===== config.mk =====
export PLATFORM = sky130hd
export DESIGN_NAME = addr_hist_resolver
export DESIGN_NICKNAME = d
export VERILOG_FILES = /design/src/rtl/ahr_pkg.sv /design/src/rtl/ahr_hist.sv /design/src/rtl/ahr_calc.sv /design/src/rtl/ahr_size.sv /design/src/rtl/addr_hist_resolver.sv
export SDC_FILE = /design/constraint.sdc
export NUM_CORES = 1
export LEC_CHECK = 0
export BUFFER_PORTS_ARGS = -buffer_cell sky130_fd_sc_hd__buf_2
export CAP_MARGIN = 20
export CORE_MARGIN = 3
export CORE_UTILIZATION = 45
export CTS_CLUSTER_DIAMETER = 60
export DETAILED_ROUTE_END_ITERATION = 12
export PLACE_DENSITY = 0.74
export SETUP_SLACK_MARGIN = 0.2
export SLEW_MARGIN = 10
export SYNTH_ARGS = -nofsm -noshare
export SYNTH_HDL_FRONTEND = slang
export SYNTH_HIERARCHICAL = 1
export SYNTH_SLANG_ARGS = --single-unit

===== constraint.sdc =====
create_clock -name clk -period 4.3 [get_ports clk]
set_input_delay 1.075 -clock clk [delete_from_list [all_inputs] [get_ports clk]]
set_output_delay 1.075 -clock clk [all_outputs]
set_load 0.01 [all_outputs]

===== src/rtl/ahr_pkg.sv =====
package ahr_pkg;
  typedef enum logic [1:0] {
    CMD_ABS  = 2'd0,
    CMD_REL  = 2'd1,
    CMD_SAME = 2'd2,
    CMD_SPR  = 2'd3
  } cmd_e;

  typedef enum logic [2:0] {
    RSP_ACK      = 3'd0,
    RSP_ACK_DATA = 3'd1,
    RSP_BUSY     = 3'd2,
    RSP_ERR_ADDR = 3'd3,
    RSP_ERR_CRC  = 3'd4
  } resp_e;

  typedef enum logic [1:0] {
    SZ_BYTE    = 2'd0,
    SZ_HALF    = 2'd1,
    SZ_WORD    = 2'd2,
    SZ_UNKNOWN = 2'd3
  } size_e;
endpackage


===== src/rtl/ahr_hist.sv =====
module ahr_hist #(
  parameter int NUM_TGT = 4,
  parameter int ADDR_W  = 21,
  localparam int TID_W  = (NUM_TGT > 1) ? $clog2(NUM_TGT) : 1
) (
  input  logic              clk,
  input  logic              rst,
  input  logic              brk,
  input  logic [TID_W-1:0]  rd_tid,
  output logic [ADDR_W-1:0] rd_addr,
  output logic              rd_ok,
  input  logic              wr_en,
  input  logic [TID_W-1:0]  wr_tid,
  input  logic [ADDR_W-1:0] wr_addr
);
  logic [ADDR_W-1:0]  mem [NUM_TGT];
  logic [NUM_TGT-1:0] valid_q;

  // address storage carries no reset so it may map onto a RAM
  always_ff @(posedge clk) begin
    if (wr_en) mem[wr_tid] <= wr_addr;
  end

  always_ff @(posedge clk) begin
    if (rst || brk) valid_q <= '0;
    else if (wr_en) valid_q[wr_tid] <= 1'b1;
  end

  assign rd_addr = mem[rd_tid];
  assign rd_ok   = valid_q[rd_tid];

  p_break_clears_r11: assert property (@(posedge clk) disable iff (rst)
    brk |=> (valid_q == '0));

  p_valid_hold_r6: assert property (@(posedge clk) disable iff (rst)
    (!wr_en && !brk) |=> $stable(valid_q));
endmodule


===== src/rtl/ahr_calc.sv =====
module ahr_calc
  import ahr_pkg::*;
#(
  parameter int ADDR_W = 21,
  parameter int REL_W  = 8
) (
  input  cmd_e              kind,
  input  logic [ADDR_W-1:0] raw,
  input  logic              neg,
  input  logic [ADDR_W-1:0] base,
  input  logic              base_ok,
  output logic [ADDR_W-1:0] addr,
  output logic              nobase
);
  localparam logic [ADDR_W-1:0] REL_SPAN = ADDR_W'(1) << REL_W;

  logic [ADDR_W-1:0] off;
  logic [ADDR_W-1:0] lo2;

  assign off = {{(ADDR_W-REL_W){1'b0}}, raw[REL_W-1:0]};
  assign lo2 = {{(ADDR_W-2){1'b0}}, raw[1:0]};

  always_comb begin
    nobase = 1'b0;
    addr   = raw;
    unique case (kind)
      CMD_REL: begin
        if (!base_ok) begin
          nobase = 1'b1;
          addr   = off;
        end else if (neg) begin
          addr = base - (REL_SPAN - off);
        end else begin
          addr = base + off;
        end
      end
      CMD_SAME: begin
        if (!base_ok) begin
          nobase = 1'b1;
          addr   = lo2;
        end else begin
          addr = {base[ADDR_W-1:2], raw[1:0]};
        end
      end
      default: addr = raw;
    endcase
  end
endmodule


===== src/rtl/ahr_size.sv =====
module ahr_size
  import ahr_pkg::*;
#(
  parameter int ADDR_W = 21
) (
  input  logic              szb,
  input  logic [1:0]        raw_lo,
  input  logic [ADDR_W-1:0] addr_in,
  output size_e             size,
  output logic [ADDR_W-1:0] addr_out
);
  always_comb begin
    addr_out = addr_in;
    if (!szb) begin
      size = SZ_BYTE;
    end else if (raw_lo == 2'b01) begin
      size          = SZ_WORD;
      addr_out[1:0] = 2'b01;
    end else if (!raw_lo[0]) begin
      size        = SZ_HALF;
      addr_out[0] = 1'b0;
    end else begin
      size = SZ_UNKNOWN;
    end
  end
endmodule


===== src/rtl/addr_hist_resolver.sv =====
module addr_hist_resolver
  import ahr_pkg::*;
#(
  parameter int NUM_TGT = 4,
  parameter int ADDR_W  = 21,
  parameter int REL_W   = 8
) (
  input  logic                        clk,
  input  logic                        rst,
  input  logic                        brk_clr,
  input  logic                        req_valid,
  input  logic [$clog2(NUM_TGT)-1:0]  req_tid,
  input  logic [1:0]                  req_cmd,
  input  logic [ADDR_W-1:0]           req_raw,
  input  logic                        req_neg,
  input  logic                        req_szb,
  input  logic                        cmt_valid,
  input  logic                        cmt_crc_ok,
  input  logic [2:0]                  cmt_resp,
  output logic                        out_valid,
  output logic [ADDR_W-1:0]           out_addr,
  output logic                        out_nobase,
  output logic [1:0]                  out_size
);
  localparam int TID_W = $clog2(NUM_TGT);

  cmd_e              kind;
  logic [ADDR_W-1:0] base;
  logic              base_ok;
  logic [ADDR_W-1:0] calc_addr;
  logic              calc_nobase;
  size_e             calc_size;
  logic [ADDR_W-1:0] fin_addr;

  logic              pend_q;
  logic [TID_W-1:0]  pend_tid_q;
  logic [ADDR_W-1:0] pend_addr_q;
  logic              store;
  logic              resp_ack;

  assign kind     = cmd_e'(req_cmd);
  assign resp_ack = (resp_e'(cmt_resp) == RSP_ACK) || (resp_e'(cmt_resp) == RSP_ACK_DATA);
  assign store    = cmt_valid && cmt_crc_ok && resp_ack && pend_q && !brk_clr;

  ahr_hist #(.NUM_TGT(NUM_TGT), .ADDR_W(ADDR_W)) u_hist (
    .clk     (clk),
    .rst     (rst),
    .brk     (brk_clr),
    .rd_tid  (req_tid),
    .rd_addr (base),
    .rd_ok   (base_ok),
    .wr_en   (store),
    .wr_tid  (pend_tid_q),
    .wr_addr (pend_addr_q)
  );

  ahr_calc #(.ADDR_W(ADDR_W), .REL_W(REL_W)) u_calc (
    .kind    (kind),
    .raw     (req_raw),
    .neg     (req_neg),
    .base    (base),
    .base_ok (base_ok),
    .addr    (calc_addr),
    .nobase  (calc_nobase)
  );

  ahr_size #(.ADDR_W(ADDR_W)) u_size (
    .szb      (req_szb),
    .raw_lo   (req_raw[1:0]),
    .addr_in  (calc_addr),
    .size     (calc_size),
    .addr_out (fin_addr)
  );

  always_ff @(posedge clk) begin
    if (rst) begin
      out_valid  <= 1'b0;
      out_addr   <= '0;
      out_nobase <= 1'b0;
      out_size   <= 2'd0;
    end else begin
      out_valid <= req_valid;
      if (req_valid) begin
        out_addr   <= fin_addr;
        out_nobase <= calc_nobase;
        out_size   <= calc_size;
      end
    end
  end

  // pending entry: the latest resolution awaiting its commit
  always_ff @(posedge clk) begin
    if (rst || brk_clr) begin
      pend_q      <= 1'b0;
      pend_tid_q  <= '0;
      pend_addr_q <= '0;
    end else if (req_valid) begin
      pend_q      <= (calc_size != SZ_UNKNOWN);
      pend_tid_q  <= req_tid;
      pend_addr_q <= fin_addr;
    end else if (cmt_valid) begin
      pend_q <= 1'b0;
    end
  end

  p_out_pulse_r12: assert property (@(posedge clk) disable iff (rst)
    req_valid |=> out_valid);

  p_out_idle_r12: assert property (@(posedge clk) disable iff (rst)
    !req_valid |=> !out_valid);

  p_abs_no_flag_r1: assert property (@(posedge clk) disable iff (rst)
    (req_valid && (kind == CMD_ABS)) |=> !out_nobase);

  p_same_upper_r2: assert property (@(posedge clk) disable iff (rst)
    (req_valid && (kind == CMD_SAME) && base_ok)
      |=> (out_addr[ADDR_W-1:2] == $past(base[ADDR_W-1:2])));

  p_word_align_r8: assert property (@(posedge clk) disable iff (rst)
    (out_valid && (out_size == SZ_WORD)) |-> (out_addr[1:0] == 2'b01));

  p_half_align_r9: assert property (@(posedge clk) disable iff (rst)
    (out_valid && (out_size == SZ_HALF)) |-> !out_addr[0]);

  p_unknown_disarm_r10: assert property (@(posedge clk) disable iff (rst)
    (out_valid && (out_size == SZ_UNKNOWN)) |-> !pend_q);
endmodule


==> summary.md <==
| Metric | Value |
|---|---|
| Drt wl/cell | `about 19 microns` |
| Post-synthesis cell count | `between 500 and 600` |
| Predominant post-synthesis flop cell | `edfxtp_1` |
| RePlAce Congestion | `around 0.84` |
| Initial antenna violation count | `0` |
| I/O Buffers | `59` |
| Final net count | `slightly above 700` |
| Placed instance count | `just over 800` |
| Layout Cells excl Fill | `between 800 and 900` |
| Post-DP HPWL | `approximately 11 mm` |
| EDFF count, synth | `84` |
| Synth warnings | `6` |
| Crit path kind | `in -> reg` |
| CTS Sinks | `roughly 140` |
| Min cycle time layout | `4090 ps` |
| Crit path buffers/inverters | `5` |
| Pwr/cell area | `between 300 and 400 mW/mm^2` |
| Gate power share | `approximately a tenth` |
| Worst Hold End | `u_hist/valid_q[0]` |
| Sequential cell area fraction in the yosys report | `between 50 and 60%` |
| Critical Path, Cell by Cell | `buf_6, or3_4, or3_4, nor3_4, ha_1, inv_2, ha_4, and3_4, buf_4, a31oi_1, buf_4, o21ai_4, buf_4, and2_1, o31ai_2, nand2_1, a21oi_1` |
| CP startpoint kind | `input pin` |
| Int Power | `between 2 and 2.5 mW` |
| Chip width | `around 130 microns` |
| CTS tree | `done` |
| Switching Share | `22.1%` |
| Inserted Clock Buffers | `17` |
| All-Layer GR Usage | `19.6%` |
| Antenna cell count | `0` |
| Vias per std cell | `between 5 and 6` |
| Hold depth | `1` |
| Period utilization | `between 90% and 100%` |
| DR iter-0 viols | `393` |
| Async S/R FF share, synth | `0%` |
| Hold Vio Cnt, Final | `0` |
| P_sw | `about 0.69 mW` |
| Final Slew Violations | `0` |
| Clock network power share | `a little over two fifths` |
| Seq pwr share | `a little under half` |
| Worst-margin pin slew | `approximately 1000 ps` |
| Drt first pass iters | `5` |
| IR drop worst, VDD | `~330 uV` |
| Boundary Pins | `between 60 and 70` |
| Vias in the first global route | `between 4000 and 5000` |
| Hold Buf Count CTS | `0` |
| Synth Cell Area | `slightly below 0.007 sq mm` |
| H-tree Lvls | `4` |
| Worst-path clk slew | `roughly 60 ps` |
| Delay-heaviest family, CP | `simple AND/OR/NAND/NOR gates` |
| CP most frequent cell | `buf_4` |
| Clock Skews | `5.80 ps` |
| Syn nets | `625` |
| CP required | `around 4600 ps` |
| R2r endpoint | `out_addr[12]` |
| First-pass GRT wire length | `25.0 mm` |
| Slowest cell on crit path | `or3_4` |
| Utilization after layout | `56.3%` |
| P&R area growth vs syn | `21.2%` |
| CTS max path bufs | `2` |
| Hold crit path type | `reg -> reg` |
| Std-Cell Rows | `between 40 and 50` |
| Max cap viols | `0` |
| Area of the core | `around 0.015 sq mm` |
| Critical path peak fanout | `4` |
| Cell variety after synth | `66` |
| Initial Utilization | `46.4%` |
| Seq cells post-synth | `about 140` |
| Gr ovfl total | `0` |
| DRT antenna net count | `0` |
| Die H | `129 microns` |
| R2r setup slk | `~980 ps` |
| CP arrival | `~4400 ps` |
| Max Clock Freq | `245 MHz` |
| Root buf cell | `clkbuf_16` |
| Leakage Power | `between 3 and 4 nW` |
| CP peak stage delay | `roughly 370 ps` |
| Drc violations | `0` |
| Mapped Avg Cell Area | `roughly 12 sq um` |
| Share of cells above drive strength 1 | `34.0%` |
| Vias | `4745` |
| Die area | `about 0.017 sq mm` |
| Worst path depth | `17` |
| Worst rel slew slack | `approximately a third` |
| Critical Path Sink Type | `register` |
| Detailed Route WL | `approximately 16 mm` |
| RSZ-0062 raised after global routing | `yes` |
| Final setup fails | `0` |
| R2r startpoint | `u_hist/mem[3][0]` |
| Clk_lat worst skew | `roughly 400 ps` |
| Largest net degree at the start of global routing | `72` |
| Hold path start | `u_hist/valid_q[0]` |
| Result of the run | `complete, no violations` |
| Reg2reg path depth | `14` |
## Yosys cell counts, types with 15 or more instances
cell type  number  area, sq um
a21oi_1        39          195
a21oi_2        19          166
a22oi_1        15          113
buf_4          20          150
dfxtp_1        53         1060
edfxtp_1       84         2520
ha_1           25          313
inv_1          16         60.1
mux4_2         20          450
nand2_1        41          154
nand2b_1       46          288
o21ai_0        22          110
## sequential cells by signal, summed over array words and instances, names as in the netlist
signal	flops
pend_addr_q	21
out_addr	21
out_nobase	1
out_valid	1
out_size	2
u_hist/valid_q	4
u_hist/mem	84
pend_q	1
pend_tid_q	2
## final cells by class
| cell class | instances | area [sq um] |
|---|---|---|
| fillers | 1173 | 6430 |
| multi-input cells | 364 | 3020 |
| clock buffers | 21 | 460 |
| repair buffers | 118 | 813 |
| flip-flops and latches | 137 | 3580 |
| well taps | 184 | 230 |
| inverters | 16 | 60.1 |
| clock inverters | 11 | 103 |
## stage by stage
stage | TNS (ps) | cell area (sq um) | total power, mW | worst slack (ps) | hold WS, ps
6_report | 0 | 8270 | 3.12 | 213 | 461
4_1_cts | 0 | 8140 | 3.12 | 202 | 465
5_1_grt | 0 | 8270 | 3.23 | 95.8 | 487
2_1_floorplan | 0 | 6920 | 1.66 | 121 | 432
3_5_place_dp | -4060 | 7560 | 1.76 | -350 | 452
3_3_place_gp | -3240 | 7560 | 1.75 | -276 | 440
## layer usage
layer | part of all wire [%] | global-route usage [%]
met2 | 49 | 31.6
met4 | 2.5 | 7.35
met5 | 0 | 0
met3 | 5.2 | 4.33
met1 | 44 | 26.2
## cells by family (layout without fill, tap and decap cells)
family | after synthesis | after routing | share of synthesized area (%)
simple gates | 146 | 146 | 11.7
compound gates | 144 | 144 | 14.3
flops | 137 | 137 | 52.5
buf+inv | 62 | 166 | 5.78
mux | 27 | 27 | 8.10
fa+ha+maj | 26 | 26 | 4.88
xor+xnor | 21 | 21 | 2.70
## worst register-to-register path: cells and delay by family (launching register included)
family | cells | cell delay (ps)
AND/OR/NAND/NOR | 3 | 550
AO/OA/AOI/OAI | 5 | 1080
multiplexers | 1 | 490
adder cells (fa/ha/maj) | 2 | 400
flip-flops | 1 | 350
XOR/XNOR | 1 | 130
buffers and inverters | 2 | 260
## cells in the final DEF, fill, tap and decap left out, types with 24 or more instances in the layout
master and n:
a21oi_1 34, a21oi_2 24, buf_2 57, buf_4 54, dfxtp_1 53, edfxtp_1 84, nand2_1 38, nand2b_1 46
## how the worst max path moves through the flow
stage / to / from / slack [ps]
2_1_floorplan: out_addr[16] / req_raw[3] / 120
3_3_place_gp: pend_addr_q[20] / req_raw[3] / -280
3_5_place_dp: pend_addr_q[20] / req_raw[3] / -350
4_1_cts: out_addr[11] / req_raw[3] / 200
5_1_grt: out_addr[16] / req_raw[2] / 100
6_report: out_addr[11] / req_raw[2] / 210
## power groups by stage
stage	clock (mW)	sequential, mW	combinational, mW
after floorplan	0	1.45	0.212
after global placement	0	1.44	0.310
after detailed placement	0	1.44	0.316
after CTS	1.38	1.42	0.321
after global routing	1.45	1.42	0.362
final	1.37	1.42	0.333
## repair_timing
item	4_1_cts	5_1_grt
setup buffers	0	5
pin swaps	7	25
gates cloned	0	0
hold endpoints to repair	0	0
resized for setup	5	16
endpoints found under the setup margin	9	13
Note: power is estimated with default switching activity, not from simulation.
